==> config.mk <==
export PLATFORM = sky130hd
export DESIGN_NAME = ecc_inject_ctl
export DESIGN_NICKNAME = d
export VERILOG_FILES = /design/src/rtl/ecc_inj_pkg.sv /design/src/rtl/ecc_inj_csr.sv /design/src/rtl/ecc_inj_fsm.sv /design/src/rtl/ecc_inject_ctl.sv
export SDC_FILE = /design/constraint.sdc
export NUM_CORES = 1
export LEC_CHECK = 0
export CAP_MARGIN = 20
export CORE_UTILIZATION = 43
export CTS_BUF_LIST = sky130_fd_sc_hd__clkbuf_16
export CTS_CLUSTER_SIZE = 24
export DETAILED_ROUTE_END_ITERATION = 6
export HOLD_SLACK_MARGIN = 0.03
export MAX_ROUTING_LAYER = met4
export PLACE_DENSITY = 0.8
export SLEW_MARGIN = 10
export SYNTH_ARGS = -nofsm -noshare
export SYNTH_HDL_FRONTEND = slang
export SYNTH_SLANG_ARGS = --single-unit
==> constraint.sdc <==
create_clock -name clk -period 4.5 [get_ports clk]
set_clock_uncertainty 0.05 [all_clocks]
set_input_delay 1.35 -clock clk [delete_from_list [all_inputs] [get_ports clk]]
set_output_delay 1.35 -clock clk [all_outputs]
set_load 0.02 [all_outputs]
==> src/rtl/ecc_inj_pkg.sv <==
package ecc_inj_pkg;

  localparam int REG_W = 64;

  // control register bit positions (decoded by software)
  localparam int CTL_EN_BIT  = 0;
  localparam int CTL_GO_BIT  = 1;
  localparam int CTL_TGT_LSB = 2;
  localparam int CTL_STS_LSB = 4;
  localparam int CTL_WHY_LSB = 7;

  localparam logic [2:0] STS_IDLE = 3'd0;
  localparam logic [2:0] STS_BUSY = 3'd1;
  localparam logic [2:0] STS_DONE = 3'd2;
  localparam logic [2:0] STS_FAIL = 3'd7;

  localparam logic [2:0] WHY_NOEN = 3'd0;
  localparam logic [2:0] WHY_TGT  = 3'd1;
  localparam logic [2:0] WHY_MISS = 3'd2;

  typedef enum logic [2:0] {
    ST_IDLE,
    ST_CHECK,
    ST_LOOKUP,
    ST_INJECT,
    ST_DONE_OK,
    ST_DONE_ERR
  } inj_state_e;

endpackage

==> src/rtl/ecc_inj_csr.sv <==
module ecc_inj_csr
  import ecc_inj_pkg::*;
#(
  parameter int PA_W  = 48,
  parameter int OFS_W = 4
) (
  input  logic             clk,
  input  logic             rst_n,
  input  logic             wr_en_i,
  input  logic             rd_en_i,
  input  logic [OFS_W-1:0] ofs_i,
  input  logic [REG_W-1:0] wdata_i,
  input  logic [2:0]       status_i,
  input  logic [2:0]       why_i,
  output logic [REG_W-1:0] rdata_o,
  output logic             en_o,
  output logic [1:0]       tgt_o,
  output logic [PA_W-1:0]  addr_o,
  output logic             start_o,
  output logic             clear_o
);

  localparam logic [OFS_W-1:0] CTL_OFS = '0;
  localparam logic [OFS_W-1:0] ADR_OFS = OFS_W'(8);

  logic             sel_ctl, sel_adr;
  logic             ctl_we, adr_we;
  logic             en_q;
  logic [1:0]       tgt_q;
  logic [PA_W-1:0]  addr_q;
  logic             unused_wbits;

  assign sel_ctl = (ofs_i == CTL_OFS);
  assign sel_adr = (ofs_i == ADR_OFS);
  assign ctl_we  = wr_en_i && sel_ctl;
  assign adr_we  = wr_en_i && sel_adr;

  assign start_o = ctl_we && wdata_i[CTL_GO_BIT];
  assign clear_o = rd_en_i && sel_ctl;

  assign unused_wbits = ^{wdata_i[REG_W-1:CTL_STS_LSB]};

  always_ff @(posedge clk or negedge rst_n) begin
    if (!rst_n) begin
      en_q  <= 1'b0;
      tgt_q <= 2'd0;
    end else if (ctl_we) begin
      en_q  <= wdata_i[CTL_EN_BIT];
      tgt_q <= wdata_i[CTL_TGT_LSB +: 2];
    end
  end

  always_ff @(posedge clk or negedge rst_n) begin
    if (!rst_n) begin
      addr_q <= '0;
    end else if (adr_we) begin
      addr_q <= wdata_i[PA_W-1:0];
    end
  end

  always_comb begin
    rdata_o = '0;
    if (sel_ctl) begin
      rdata_o[CTL_EN_BIT]         = en_q;
      rdata_o[CTL_TGT_LSB +: 2]   = tgt_q;
      rdata_o[CTL_STS_LSB +: 3]   = status_i;
      rdata_o[CTL_WHY_LSB +: 3]   = (status_i == STS_FAIL) ? why_i : 3'd0;
    end else if (sel_adr) begin
      rdata_o[PA_W-1:0] = addr_q;
    end
  end

  assign en_o   = en_q;
  assign tgt_o  = tgt_q;
  assign addr_o = addr_q;

  AST_ADDR_HOLD: assert property (@(posedge clk) disable iff (!rst_n)
    !adr_we |=> $stable(addr_q)) else $error("addr reg changed without write");

endmodule

==> src/rtl/ecc_inj_fsm.sv <==
module ecc_inj_fsm
  import ecc_inj_pkg::*;
#(
  parameter int PA_W = 48
) (
  input  logic            clk,
  input  logic            rst_n,
  input  logic            start_i,
  input  logic            clear_i,
  input  logic            en_i,
  input  logic [1:0]      tgt_i,
  input  logic [PA_W-1:0] addr_i,
  input  logic            lkp_ack_i,
  input  logic            lkp_hit_i,
  input  logic            inj_ack_i,
  output logic            lkp_req_o,
  output logic            inj_req_o,
  output logic            inj_data_o,
  output logic [PA_W-1:0] req_addr_o,
  output logic [2:0]      status_o,
  output logic [2:0]      why_o
);

  inj_state_e      st_q, st_d;
  logic [2:0]      why_q, why_d;
  logic            why_we;
  logic            cap_we;
  logic            sel_q;
  logic [PA_W-1:0] addr_q;

  // next-state logic
  always_comb begin
    st_d   = st_q;
    why_d  = why_q;
    why_we = 1'b0;
    unique case (st_q)
      ST_IDLE:   if (start_i) st_d = ST_CHECK;
      ST_CHECK: begin
        if (!en_i) begin
          st_d = ST_DONE_ERR; why_d = WHY_NOEN; why_we = 1'b1;
        end else if (tgt_i[0]) begin
          st_d = ST_DONE_ERR; why_d = WHY_TGT;  why_we = 1'b1;
        end else begin
          st_d = ST_LOOKUP;
        end
      end
      ST_LOOKUP: begin
        if (lkp_ack_i) begin
          if (lkp_hit_i) begin
            st_d = ST_INJECT;
          end else begin
            st_d = ST_DONE_ERR; why_d = WHY_MISS; why_we = 1'b1;
          end
        end
      end
      ST_INJECT:   if (inj_ack_i) st_d = ST_DONE_OK;
      ST_DONE_OK,
      ST_DONE_ERR: if (clear_i) st_d = ST_IDLE;
      default:     st_d = ST_IDLE;
    endcase
  end

  assign cap_we = (st_q == ST_CHECK);

  // state registers
  always_ff @(posedge clk or negedge rst_n) begin
    if (!rst_n) st_q <= ST_IDLE;
    else        st_q <= st_d;
  end

  always_ff @(posedge clk or negedge rst_n) begin
    if (!rst_n)      why_q <= WHY_NOEN;
    else if (why_we) why_q <= why_d;
  end

  always_ff @(posedge clk or negedge rst_n) begin
    if (!rst_n) begin
      sel_q  <= 1'b0;
      addr_q <= '0;
    end else if (cap_we) begin
      sel_q  <= tgt_i[1];
      addr_q <= addr_i;
    end
  end

  // outputs
  always_comb begin
    unique case (st_q)
      ST_IDLE:     status_o = STS_IDLE;
      ST_DONE_OK:  status_o = STS_DONE;
      ST_DONE_ERR: status_o = STS_FAIL;
      default:     status_o = STS_BUSY;
    endcase
  end

  assign lkp_req_o  = (st_q == ST_LOOKUP);
  assign inj_req_o  = (st_q == ST_INJECT);
  assign inj_data_o = sel_q;
  assign req_addr_o = addr_q;
  assign why_o      = why_q;

  AST_ONE_REQ: assert property (@(posedge clk) disable iff (!rst_n)
    !(lkp_req_o && inj_req_o)) else $error("both requests high");
  AST_LKP_HOLD: assert property (@(posedge clk) disable iff (!rst_n)
    (lkp_req_o && !lkp_ack_i) |=> lkp_req_o) else $error("lookup dropped");
  AST_INJ_HOLD: assert property (@(posedge clk) disable iff (!rst_n)
    (inj_req_o && !inj_ack_i) |=> inj_req_o) else $error("inject dropped");
  AST_LKP_NEEDS_EN: assert property (@(posedge clk) disable iff (!rst_n)
    $rose(lkp_req_o) |-> $past(en_i)) else $error("lookup while disabled");
  AST_LKP_NEEDS_TGT: assert property (@(posedge clk) disable iff (!rst_n)
    $rose(lkp_req_o) |-> !$past(tgt_i[0])) else $error("lookup on reserved target");
  AST_CLEAR_ON_READ: assert property (@(posedge clk) disable iff (!rst_n)
    (clear_i && (status_o == STS_DONE || status_o == STS_FAIL)) |=> (status_o == STS_IDLE))
    else $error("result not cleared");
  AST_BUSY_IGNORES_GO: assert property (@(posedge clk) disable iff (!rst_n)
    (lkp_req_o && !lkp_ack_i && start_i) |=> lkp_req_o) else $error("restart while busy");

endmodule

==> src/rtl/ecc_inject_ctl.sv <==
module ecc_inject_ctl
  import ecc_inj_pkg::*;
#(
  parameter int PA_W  = 48,
  parameter int OFS_W = 4
) (
  input  logic             clk,
  input  logic             rst_n,
  input  logic             reg_wr_en,
  input  logic             reg_rd_en,
  input  logic [OFS_W-1:0] reg_ofs,
  input  logic [63:0]      reg_wdata,
  output logic [63:0]      reg_rdata,
  output logic             ecc_en,
  output logic             lkp_req,
  output logic [PA_W-1:0]  req_addr,
  input  logic             lkp_ack,
  input  logic             lkp_hit,
  output logic             inj_req,
  output logic             inj_to_data,
  input  logic             inj_ack
);

  logic [1:0]      rst_pipe_q;
  logic            rst_n_int;
  logic            en_w, start_w, clear_w;
  logic [1:0]      tgt_w;
  logic [PA_W-1:0] addr_w;
  logic [2:0]      status_w, why_w;

  // asynchronous assert, synchronous release
  always_ff @(posedge clk or negedge rst_n) begin
    if (!rst_n) rst_pipe_q <= 2'b00;
    else        rst_pipe_q <= {rst_pipe_q[0], 1'b1};
  end
  assign rst_n_int = rst_pipe_q[1];

  ecc_inj_csr #(.PA_W(PA_W), .OFS_W(OFS_W)) u_csr (
    .clk      (clk),
    .rst_n    (rst_n_int),
    .wr_en_i  (reg_wr_en),
    .rd_en_i  (reg_rd_en),
    .ofs_i    (reg_ofs),
    .wdata_i  (reg_wdata),
    .status_i (status_w),
    .why_i    (why_w),
    .rdata_o  (reg_rdata),
    .en_o     (en_w),
    .tgt_o    (tgt_w),
    .addr_o   (addr_w),
    .start_o  (start_w),
    .clear_o  (clear_w)
  );

  ecc_inj_fsm #(.PA_W(PA_W)) u_fsm (
    .clk        (clk),
    .rst_n      (rst_n_int),
    .start_i    (start_w),
    .clear_i    (clear_w),
    .en_i       (en_w),
    .tgt_i      (tgt_w),
    .addr_i     (addr_w),
    .lkp_ack_i  (lkp_ack),
    .lkp_hit_i  (lkp_hit),
    .inj_ack_i  (inj_ack),
    .lkp_req_o  (lkp_req),
    .inj_req_o  (inj_req),
    .inj_data_o (inj_to_data),
    .req_addr_o (req_addr),
    .status_o   (status_w),
    .why_o      (why_w)
  );

  assign ecc_en = en_w;

  AST_EN_FOLLOWS: assert property (@(posedge clk) disable iff (!rst_n_int)
    (reg_wr_en && reg_ofs == '0) |=> (ecc_en == $past(reg_wdata[CTL_EN_BIT])))
    else $error("ecc_en does not follow write");

endmodule

==> run metrics <==
Pins Over Slew Limit=0; Die Footprint=0.0113 mm²; Worst-Margin Slew=837 ps; Worst-Skew Late Latency=330 ps; Worst path max stage delay=500 ps; Worst R2R Start=u_fsm.st_q[0]$_DFFE_PN0P_; IO Port Bufs=158; Synth cell types=30; Flop pwr share=45.7%; hold crit path type=reg2reg; minimum clock period=4440 ps; IO Pins=191; CTS Buffer Depth=2; endpoint class of the critical path=primary output; largest fanout on the critical path=24; vias in the first global route=3331; Critical path origin=reg_ofs[2]; die width=107 µm; Main synth FF type=dfrtp_1; final hold viol count=0; Final Net Count=568; Synth-to-Final Area Change=40.8%; NetSw=922 µW; number of H-tree levels=3; Num CTS Buffers=9; Hold WS=320 ps; remaining global-route overflow=0; fmax=225 MHz; Tot Pwr=3.04 mW; Post-synth EDFFs=0; # diodes=0; total track usage=19.6%; Final Cycle Share=98.7%; DP HPWL=7.18 mm; share of cells above drive strength 1=26.7%; drt first pass iters=4; clock network power share=24.3%; slowest CP cell=clkdlybuf4s50_1; gpl congestion=0.845; core footprint=0.0105 mm²; wire per inst=16.6 µm; crit path kind=in2out; Logic pwr share=30.0%; Worst slew margin=44.2%; Peak VDD IR=236 µV; CTS tree=done; Die Ht=107 µm; dpl cells=616; Site Rows=37; LEAKAGE=3.26 nW; pwr dens=460 mW/mm²; initial antenna violation count=0; CP required=3100 ps; Sw Ratio=30.3%; Seq cells post-synth=107; crit path DAT=3040 ps; sequential-to-total area share from yosys stat=57.0%; Synth Instances=334; final std cells w/o fill=634; drt total wl=10.5 mm; CTS Root Buffer Type=clkbuf_16; first-pass GRT wire length=16.8 mm; Int Pwr=2.12 mW; DR iter-0 viols=200; Yosys warning total=0; via count=3094; Max Cap Viol=0; clk slew on worst S/H paths=70 ps; largest net degree at the start of global routing=67; crit-path cells=clkdlybuf4s50_1 -> nor4b_4 -> buf_4 -> buf_8 -> a22o_1 -> dlygate4sd2_1; Synth Area per Inst=14.1 µm²; clk sinks=107; CP Launch Type=input pin; synthesized area=0.00470 mm²; status=finished clean; Post-route DRC=0; Post-synth ARST share=100%; Routed Antenna Nets=0; Worst Min Path Start=rst_pipe_q[0]$_DFF_PN0_; via-per-instance ratio=4.88; RSZ-0062 raised after global routing=no; Final setup viols=0; Starting Density=44.9%
-- cell type report --
type                       count  area (µm²)
inverter                       2        7.51
sequential                   107        2680
timing repair buffer         168        1620
clock buffer                   9         225
tap                          136         170
multi-input combinational    205        1850
fill                         832        3850
clock inverter                 7        52.6
-- path summary, 6_finish.rpt --
check	to	slack, ps	depth (start not counted)
worst min-delay path	rst_pipe_q[1]$_DFF_PN0_	320	0
max in group asynchronous	u_fsm.req_addr_o[20]$_DFFE_PN0N_	2980	1
worst max-delay path	reg_rdata[8]	60	6
worst min register to register	rst_pipe_q[1]$_DFF_PN0_	320	0
worst max register to register	u_fsm.req_addr_o[16]$_DFFE_PN0N_	2190	4
min in group asynchronous	u_fsm.req_addr_o[42]$_DFFE_PN0N_	390	0
-- flip-flops by register name, indices dropped and copies added (netlist names) --
register / cells
rst_pipe_q: 2
u_csr.addr_o: 48
u_csr.en_o: 1
u_csr.tgt_o: 2
u_fsm.inj_data_o: 1
u_fsm.req_addr_o: 48
u_fsm.st_q: 3
u_fsm.why_o: 2
-- power groups by stage --
stage / combinational [mW] / sequential [mW] / clock, mW
floorplan: 0.371 / 1.53 / 0
global placement: 0.905 / 1.39 / 0
detailed placement: 0.924 / 1.41 / 0
CTS: 0.920 / 1.39 / 0.761
global route: 0.966 / 1.43 / 0.792
finish: 0.913 / 1.39 / 0.738
-- metal layers --
layer  up-vias  wire length, µm  global-route usage, %  part of all wire, %
li1       1428                -                      -                    -
met1      1546             4330                   22.9                   41
met4         0               82                   5.58                 0.78
met2       114             5560                   33.9                   53
met5         -                0                      -                    0
met3         6              569                   4.35                  5.4
-- repair_timing --
action                                  CTS  global route
endpoints found under the setup margin   48             1
gates resized for setup                  48             4
pin swaps                                 0             1
gates cloned                              0             1
hold buffers                              0             0
setup buffers                             0             1
-- placed cells by master (no fill, tap or decap), drive strengths merged, types with 2 or more instances in the layout --
| master | netlist | routed |
|---|---|---|
| clkdlybuf4s50 | 0 | 110 |
| dfrtp | 107 | 107 |
| mux2 | 100 | 100 |
| dlygate4sd2 | 0 | 47 |
| and2 | 40 | 40 |
| conb | 2 | 17 |
| clkbuf | 6 | 10 |
| buf | 29 | 9 |
| nand2 | 9 | 9 |
| nor2 | 7 | 7 |
| inv | 2 | 6 |
| a22o | 5 | 5 |
| nand2b | 5 | 5 |
| o21ai | 4 | 4 |
| nor2b | 2 | 2 |
| a21oi | 2 | 2 |
| nor3 | 2 | 2 |
| a311oi | 2 | 2 |
| clkinv | 0 | 2 |
-- cell usage after synthesis (2+ instances only) --
| master | number | share of area (%) |
|---|---|---|
| dfrtp_1 | 107 | 57 |
| mux2_2 | 80 | 19 |
| and2_1 | 40 | 5.3 |
| mux2_4 | 20 | 6.4 |
| buf_4 | 17 | 2.7 |
| buf_2 | 10 | 1.1 |
| nand2_1 | 8 | 0.64 |
| nor2_1 | 7 | 0.56 |
| clkbuf_1 | 6 | 0.48 |
| a22o_1 | 5 | 0.93 |
| nand2b_1 | 5 | 0.67 |
| o21ai_0 | 4 | 0.43 |
| a21oi_1 | 2 | 0.21 |
| a311oi_1 | 2 | 0.37 |
| buf_6 | 2 | 0.48 |
| conb_1 | 2 | 0.16 |
| inv_1 | 2 | 0.16 |
| nor2b_1 | 2 | 0.27 |
| nor3_1 | 2 | 0.21 |
-- kinds of logic after synthesis --
family	Yosys count	share of synthesized area [%]
other cells	2	0.160
compound gates	19	3.20
mux	101	25.8
simple gates	68	8.97
buf+inv	37	4.90
flops	107	57.0
-- through the flow --
| stage | setup slack (ps) | utilization (%) | instance area [µm²] | TNS, ps |
|---|---|---|---|---|
| final | 59.7 | 63.2 | 6610 | 0 |
| after CTS | 69.1 | 62.9 | 6580 | 0 |
| after detailed placement | -205 | 60.8 | 6360 | -7730 |
| after floorplan | 689 | - | 4750 | 0 |
| after global placement | -185 | 60.8 | 6360 | -6580 |
| after global routing | 3.20 | 63.2 | 6610 | 0 |
-- critical path: cells and delay by family --
family / cells / cell delay, ps
AO/OA/AOI/OAI: 1 / 170
buffers and inverters: 4 / 1220
AND/OR/NAND/NOR: 1 / 290
(Power assumes the default switching activity.)
